## src/rtl/pwm_sync_pkg.sv

```systemverilog
package pwm_sync_pkg;
   // Status bit positions (the interrupt mask uses the same layout)
   localparam int ST_RDY   = 0;
   localparam int ST_DONE  = 1;
   localparam int ST_EMPTY = 2;
   localparam int ST_UNDER = 3;
   localparam int ST_NUM   = 4;
endpackage

```

## src/rtl/pwm_sync_loader.sv

```systemverilog
module pwm_sync_loader #(
   parameter int NCH = 4,
   parameter int DW  = 16
) (
   input  logic              clk,
   input  logic              rst_n,
   input  logic [NCH-1:0]    sel_mask,
   input  logic              in_valid,
   input  logic [DW-1:0]     in_data,
   output logic              in_ready,
   input  logic              commit,
   output logic              set_done,
   output logic              last_evt,
   output logic [NCH*DW-1:0] duty_flat
);
   logic [NCH-1:0] filled;
   logic [NCH-1:0] want;
   logic [NCH-1:0] pick;
   logic           take;

   // Remaining channels; the lowest one still wanted gets the next word
   assign want     = sel_mask & ~filled;
   assign pick     = want & (~want + 1'b1);
   assign set_done = (want == '0);
   assign in_ready = !set_done && !commit;
   assign take     = in_valid && in_ready;
   assign last_evt = take && ((want & ~pick) == '0);

   always_ff @(posedge clk or negedge rst_n) begin
      if (!rst_n)      filled <= '0;
      else if (commit) filled <= '0;
      else if (take)   filled <= filled | pick;
   end

   for (genvar ch = 0; ch < NCH; ch++) begin : g_chan
      logic [DW-1:0] shadow_q;
      logic [DW-1:0] active_q;
      always_ff @(posedge clk or negedge rst_n) begin
         if (!rst_n) begin
            shadow_q <= '0;
            active_q <= '0;
         end else begin
            if (take && pick[ch])        shadow_q <= in_data;
            if (commit && sel_mask[ch]) active_q <= shadow_q;
         end
      end
      assign duty_flat[ch*DW +: DW] = active_q;
   end

   // outside a commit, the fill mask only gains bits
   p_fill_grows_r2: assert property (@(posedge clk) disable iff (!rst_n)
      !commit |=> ((filled & $past(filled)) == $past(filled)));
   // at most one channel is filled per cycle
   p_one_word_r2: assert property (@(posedge clk) disable iff (!rst_n)
      !commit |=> ($countones(filled ^ $past(filled)) <= 1));
   // a commit rearms the pointer
   p_rearm_r3: assert property (@(posedge clk) disable iff (!rst_n)
      commit |=> (filled == '0));
endmodule

```

## src/rtl/pwm_sync_timer.sv

```systemverilog
module pwm_sync_timer #(
   parameter int UPRW = 4,
   parameter int PW   = 16,
   parameter int DTW  = 8
) (
   input  logic            clk,
   input  logic            rst_n,
   input  logic            period_start,
   input  logic            upr_wr,
   input  logic [UPRW-1:0] upr_new,
   input  logic [PW-1:0]   prd_new,
   input  logic [DTW-1:0]  dt_new,
   input  logic            unlock_set,
   output logic            commit,
   output logic [UPRW-1:0] upr_active,
   output logic [PW-1:0]   prd_active,
   output logic [DTW-1:0]  dt_active,
   output logic            unlock_pending
);
   logic [UPRW-1:0] cnt;
   logic [UPRW-1:0] upr_hold;
   logic            upr_pend;

   assign commit = period_start && (cnt == upr_active);

   always_ff @(posedge clk or negedge rst_n) begin
      if (!rst_n) begin
         cnt        <= '0;
         upr_active <= '0;
         upr_hold   <= '0;
         upr_pend   <= 1'b0;
      end else begin
         if (period_start) cnt <= commit ? '0 : cnt + 1'b1;
         if (commit && upr_pend) begin
            upr_active <= upr_hold;
            upr_pend   <= 1'b0;
         end
         // a write in the commit cycle stays pending for the next interval
         if (upr_wr) begin
            upr_hold <= upr_new;
            upr_pend <= 1'b1;
         end
      end
   end

   always_ff @(posedge clk or negedge rst_n) begin
      if (!rst_n) begin
         prd_active     <= '0;
         dt_active      <= '0;
         unlock_pending <= 1'b0;
      end else begin
         if (period_start && unlock_pending) begin
            prd_active <= prd_new;
            dt_active  <= dt_new;
         end
         unlock_pending <= unlock_set || (unlock_pending && !period_start);
      end
   end

   // the period counter never passes the active interval value
   p_cnt_bound_r1: assert property (@(posedge clk) disable iff (!rst_n)
      cnt <= upr_active);
   // the pending unlock clears when applied, unless re-requested
   p_unlock_clear_r9: assert property (@(posedge clk) disable iff (!rst_n)
      (period_start && unlock_pending) |=> (unlock_pending == $past(unlock_set)));
endmodule

```

## src/rtl/pwm_sync_status.sv

```systemverilog
module pwm_sync_status
   import pwm_sync_pkg::*;
(
   input  logic              clk,
   input  logic              rst_n,
   input  logic              rdy_evt,
   input  logic              done_evt,
   input  logic              under_evt,
   input  logic              empty_lvl,
   input  logic              st_read,
   input  logic [ST_NUM-1:0] irq_mask,
   output logic [ST_NUM-1:0] flags,
   output logic              irq,
   output logic              dma_req
);
   logic rdy_q, done_q, under_q;

   // Set takes priority over the read clear
   always_ff @(posedge clk or negedge rst_n) begin
      if (!rst_n) begin
         rdy_q   <= 1'b0;
         done_q  <= 1'b0;
         under_q <= 1'b0;
         dma_req <= 1'b0;
      end else begin
         rdy_q   <= rdy_evt   || (rdy_q   && !st_read);
         done_q  <= done_evt  || (done_q  && !st_read);
         under_q <= under_evt || (under_q && !st_read);
         dma_req <= rdy_evt;
      end
   end

   always_comb begin
      flags           = '0;
      flags[ST_RDY]   = rdy_q;
      flags[ST_DONE]  = done_q;
      flags[ST_EMPTY] = empty_lvl;
      flags[ST_UNDER] = under_q;
   end
   assign irq = |(flags & irq_mask);

   // a set event coinciding with a read leaves the flag set
   p_set_wins_r6: assert property (@(posedge clk) disable iff (!rst_n)
      (rdy_evt && st_read) |=> flags[ST_RDY]);
   // the transfer request only appears together with the ready flag
   p_dma_with_rdy_r4: assert property (@(posedge clk) disable iff (!rst_n)
      dma_req |-> flags[ST_RDY]);
endmodule

```

## src/rtl/pwm_sync_update_seq.sv

```systemverilog
module pwm_sync_update_seq
   import pwm_sync_pkg::*;
#(
   parameter int NCH  = 4,
   parameter int DW   = 16,
   parameter int UPRW = 4,
   parameter int PW   = 16,
   parameter int DTW  = 8
) (
   input  logic              clk,
   input  logic              rst_n,
   input  logic [NCH-1:0]    sync_mask,
   input  logic              req_on_match,
   input  logic              cmp_match,
   input  logic              period_start,
   input  logic              s_valid,
   input  logic [DW-1:0]     s_data,
   output logic              s_ready,
   input  logic [UPRW-1:0]   upr_new,
   input  logic              upr_wr,
   input  logic [PW-1:0]     prd_new,
   input  logic [DTW-1:0]    dt_new,
   input  logic              unlock_set,
   input  logic              status_read,
   input  logic [ST_NUM-1:0] irq_mask,
   output logic [NCH*DW-1:0] duty_active,
   output logic [UPRW-1:0]   upr_active,
   output logic [PW-1:0]     prd_active,
   output logic [DTW-1:0]    dt_active,
   output logic              unlock_pending,
   output logic              dma_req,
   output logic [ST_NUM-1:0] status,
   output logic              irq
);
   if (NCH < 1 || NCH > 32) begin : g_bad_nch
      $error("NCH must be in 1..32");
   end
   if (DW < 1 || UPRW < 1 || PW < 1 || DTW < 1) begin : g_bad_width
      $error("all widths must be positive");
   end

   logic commit;
   logic set_done;
   logic last_evt;
   logic rdy_evt;

   pwm_sync_loader #(.NCH(NCH), .DW(DW)) u_loader (
      .clk      (clk),
      .rst_n    (rst_n),
      .sel_mask (sync_mask),
      .in_valid (s_valid),
      .in_data  (s_data),
      .in_ready (s_ready),
      .commit   (commit),
      .set_done (set_done),
      .last_evt (last_evt),
      .duty_flat(duty_active)
   );

   pwm_sync_timer #(.UPRW(UPRW), .PW(PW), .DTW(DTW)) u_timer (
      .clk           (clk),
      .rst_n         (rst_n),
      .period_start  (period_start),
      .upr_wr        (upr_wr),
      .upr_new       (upr_new),
      .prd_new       (prd_new),
      .dt_new        (dt_new),
      .unlock_set    (unlock_set),
      .commit        (commit),
      .upr_active    (upr_active),
      .prd_active    (prd_active),
      .dt_active     (dt_active),
      .unlock_pending(unlock_pending)
   );

   assign rdy_evt = req_on_match ? cmp_match : commit;

   pwm_sync_status u_status (
      .clk      (clk),
      .rst_n    (rst_n),
      .rdy_evt  (rdy_evt),
      .done_evt (last_evt),
      .under_evt(commit && !set_done),
      .empty_lvl(set_done),
      .st_read  (status_read),
      .irq_mask (irq_mask),
      .flags    (status),
      .irq      (irq),
      .dma_req  (dma_req)
   );

   // a commit with an incomplete set leaves the underrun flag raised
   p_under_short_r5: assert property (@(posedge clk) disable iff (!rst_n)
      (commit && !set_done) |=> status[ST_UNDER]);
   // the stream is never ready while the set is complete
   p_hold_full_r3: assert property (@(posedge clk) disable iff (!rst_n)
      status[ST_EMPTY] |-> !s_ready);
endmodule

```

## config.mk

```make
export PLATFORM = sky130hd
export DESIGN_NAME = pwm_sync_update_seq
export DESIGN_NICKNAME = d
export VERILOG_FILES = /design/src/rtl/pwm_sync_pkg.sv /design/src/rtl/pwm_sync_loader.sv /design/src/rtl/pwm_sync_timer.sv /design/src/rtl/pwm_sync_status.sv /design/src/rtl/pwm_sync_update_seq.sv
export SDC_FILE = /design/constraint.sdc
export NUM_CORES = 1
export LEC_CHECK = 0
export ABC_CLOCK_PERIOD_IN_PS = 2400
export BUFFER_PORTS_ARGS = -buffer_cell sky130_fd_sc_hd__buf_4
export CAP_MARGIN = 20
export CORE_MARGIN = 1.5
export CORE_UTILIZATION = 54
export DETAILED_ROUTE_END_ITERATION = 16
export GPL_TIMING_DRIVEN = 1
export PLACE_DENSITY = 0.88
export SLEW_MARGIN = 20
export SYNTH_ARGS = -nofsm -noshare
export SYNTH_HDL_FRONTEND = slang
export SYNTH_SLANG_ARGS = --single-unit
```

## constraint.sdc

```tcl
create_clock -name clk -period 2.4 [get_ports clk]
set_input_delay 0.24 -clock clk [delete_from_list [all_inputs] [get_ports clk]]
set_output_delay 0.24 -clock clk [all_outputs]
set_load 0.005 [all_outputs]
```

==> qor.yml <==
grt_pass1_wl_mm: 23.54
tightest_slew_ns: 0.6088
setup.reg_to_reg.worst_slack_ns: 0.30
synth_cell_types: 39
drc: 0
setup_viol_count_final: 0
die_h_um: 116.8
crit_family: "simple AND/OR/NAND/NOR gates"
path_class: "flip-flop to flip-flop"
rsz0062_at_grt: "no"
holdPathStages: 2
pre_cts_ws_ns: 0.3201
slowest_stage: "dfrtp_1"
crit_required_ns: 2.71
wl_per_cell_um: 19.06
min_path_type: "input port to flip-flop"
status: "finished clean"
fin_nets: 659
cp_cell_sequence: "xnor2_1, and3_1, and3_1, buf_4, mux2_2"
slowest_delay_ns: 0.44
die_w_um: 116.8
vias_per_cell: 5.251
fin_crit_ns: 2.102
drv_slew: 0
holdCritStartpoint: "req_on_match"
cts_buffer_depth: 2
drt_iter0_drc: 163
dpl_cell_area_um2: 8304
clk_latency_ns: 0.43
power_density_nw_per_um2: 1270
io_pins: 161
routabilityCongestion: 0.7835
cpMostUsedCell: "and3_1"
rr_startpoint: "u_timer.cnt[0]"
drtAntennaViolNets: 0
max_slew_margin_pct: 59.32
worstPathArrival_ns: 2.41
r2r.worst_path.cells: 5
ys_seq_area_share_pct: 62.22
crit_path_end_kind: "flip-flop"
synth-edff-count: 0
htreeDepth: 4
start_kind: "flip-flop"
initial_core_util_pct: 55.45
avgSynthCellArea_um2: 16.39
period_share_pct: 87.58
clock_sinks: 174
hold_viol: 0
grt_usage_pct: 23.30
synthTopCellsByArea: "dfrtp_1, mux2_2, mux2_4"
timing.fmax_ghz: 0.4758
reg2reg_to: "u_loader.g_chan[3].active_q[3]"
synth-async-reset-ratio_pct: 100.0
overflow: 0
setup_ws_ns: 0.2981
drt_wl_total_mm: 14.91
synth_top_area_share_pct: 62.22
die-area_um2: 13650
drive_above_1_share_pct: 60.33
clkTransAtPathRegs_ns: 0.06
tns_ns: 0
cts_made_buffers: 17
antenna_found_initial: 0
grt_max_degree: 76
synth_ff_type: "dfrtp_1"
leakagePower_nw: 4.253
place_hpwl_mm: 10.52
antenna_cells: 0
cp_max_fo: 16
grt_pass1_vias: 4585
yosysTopAreaCell: "dfrtp_1"
fin_skew_ns: 0.006993
area_delta_synth_final_pct: 28.00
core_area_um2: 12620
stdcell_area_um2: 8957
cp.buffers_inverters: 1
ir_drop_v: 0.0006653
hold_ws_ns: 0.03197
vias: 4106
row_count: 41
syn_inst: 427
synth_warnings: 0
firstDrtPassIters: 4
ys_ff_latch: 174
cts_resized: 0
syn_nets: 489
hold-path-endpoint: "u_status.dma_req"
port_buffers: 160
cts_tree: "yes"
maxCapViolations: 0
syn_area_um2: 6998
root_buffer: "clkbuf_16"
postCtsSetupBuffers: 0
==> power breakdown <==
group / switching (mW) / leakage, nW / internal (mW)
sequential: 0.778 / 2.13 / 4.18
clock: 1.09 / 0.317 / 1.82
combinational: 1.26 / 1.81 / 2.26
total: 3.13 / 4.25 / 8.25
==> worst max-delay path by stage <==
| stage | from | end | cells past startpoint |
|---|---|---|---|
| floorplan | u_timer.cnt[0] | u_loader.g_chan[2].shadow_q[10] | 5 |
| global placement | u_timer.cnt[0] | u_loader.g_chan[1].active_q[15] | 5 |
| detailed placement | u_timer.cnt[0] | u_loader.g_chan[3].active_q[3] | 5 |
| CTS | u_timer.cnt[0] | u_loader.g_chan[3].active_q[3] | 5 |
| global route | u_timer.upr_active[3] | u_loader.g_chan[2].active_q[2] | 5 |
| finish | u_timer.cnt[0] | u_loader.g_chan[3].active_q[3] | 5 |
==> state kept, by name, summed over array words and instances, names as in the netlist <==
signal / cells
u_loader.filled: 4
u_loader.g_chan.active_q: 64
u_loader.g_chan.shadow_q: 64
u_status.dma_req: 1
u_status.done_q: 1
u_status.rdy_q: 1
u_status.under_q: 1
u_timer.cnt: 4
u_timer.dt_active: 8
u_timer.prd_active: 16
u_timer.unlock_pending: 1
u_timer.upr_active: 4
u_timer.upr_hold: 4
u_timer.upr_pend: 1
==> layer usage <==
metal | GRT usage, % | wire length [um] | vias up
met2 | 38.79 | 7351 | 155
met5 | 0 | 0 | -
met1 | 28.50 | 6176 | 2087
met3 | 7.055 | 1015 | 32
li1 | - | - | 1832
met4 | 9.799 | 364 | 0
==> cells in the mapped netlist (4+ instances only) <==
| master | n |
|---|---|
| nand2_1 | 9 |
| mux2_4 | 40 |
| buf_4 | 7 |
| xnor2_1 | 5 |
| dfrtp_1 | 174 |
| nor2b_1 | 4 |
| buf_6 | 7 |
| nor2_1 | 11 |
| mux2_2 | 119 |
| and3_1 | 4 |
| a21oi_1 | 5 |
==> metrics by stage <==
| step | util [%] | instances | power, mW |
|---|---|---|---|
| after CTS | 70.98 | 782 | 11.47 |
| after floorplan | - | 427 | 6.885 |
| final | 70.98 | 782 | 11.38 |
| after detailed placement | 65.80 | 748 | 8.506 |
| after global placement | 65.80 | 748 | 8.252 |
| after global routing | 70.98 | 782 | 12.01 |
==> placed cells by master (no fill, tap or decap), drive strengths merged <==
cell / n
nand3: 2
nor2b: 4
ha: 1
nand4: 1
a21oi: 7
o221ai: 1
dlygate4sd3: 2
and2: 1
nor4b: 1
a31oi: 1
xor2: 2
a211oi: 1
clkinv: 7
o22ai: 1
nand2: 9
a21o: 2
o211ai: 3
nor3b: 1
o2bb2ai: 1
nor3: 1
buf: 171
o21ai: 2
a222oi: 1
mux2: 161
dfrtp: 174
clkbuf: 21
nand2b: 2
inv: 3
bufinv: 4
nor2: 11
xnor2: 5
and3: 6
==> worst register-to-register path: cells and delay by family, from the launching register on <==
family	cells	cell delay [ns]
flops	1	0.44
buf+inv	1	0.29
xor+xnor	1	0.21
simple gates	2	0.67
mux	1	0.38
==> timing repair <==
| item | 4_1_cts | 5_1_grt |
|---|---|---|
| setup endpoints to repair | 0 | 0 |
| endpoints found under the hold margin | 48 | 0 |
| hold buffers | 2 | 0 |
==> cells by family (layout without fill, tap and decap cells) <==
logic type / count (synthesis) / count (layout) / share of synthesized area (%)
AO/OA/AOI/OAI: 20 / 20 / 2.324
XOR/XNOR: 7 / 7 / 0.8761
adder cells (fa/ha/maj): 1 / 1 / 0.1788
buffers and inverters: 25 / 208 / 3.326
flip-flops: 174 / 174 / 62.22
multiplexers: 161 / 161 / 28.05
AND/OR/NAND/NOR: 39 / 39 / 3.022
==> area by class of cell <==
type	count	area (um^2)
Tap cell	172	215.2
Sequential cell	174	4354
Timing Repair Buffer	173	1333
Multi-Input combinational cell	228	2411
Clock inverter	11	162.7
Clock buffer	21	470.5
Fill cell	829	3662
Inverter	3	11.26
(Power assumes the default switching activity.)
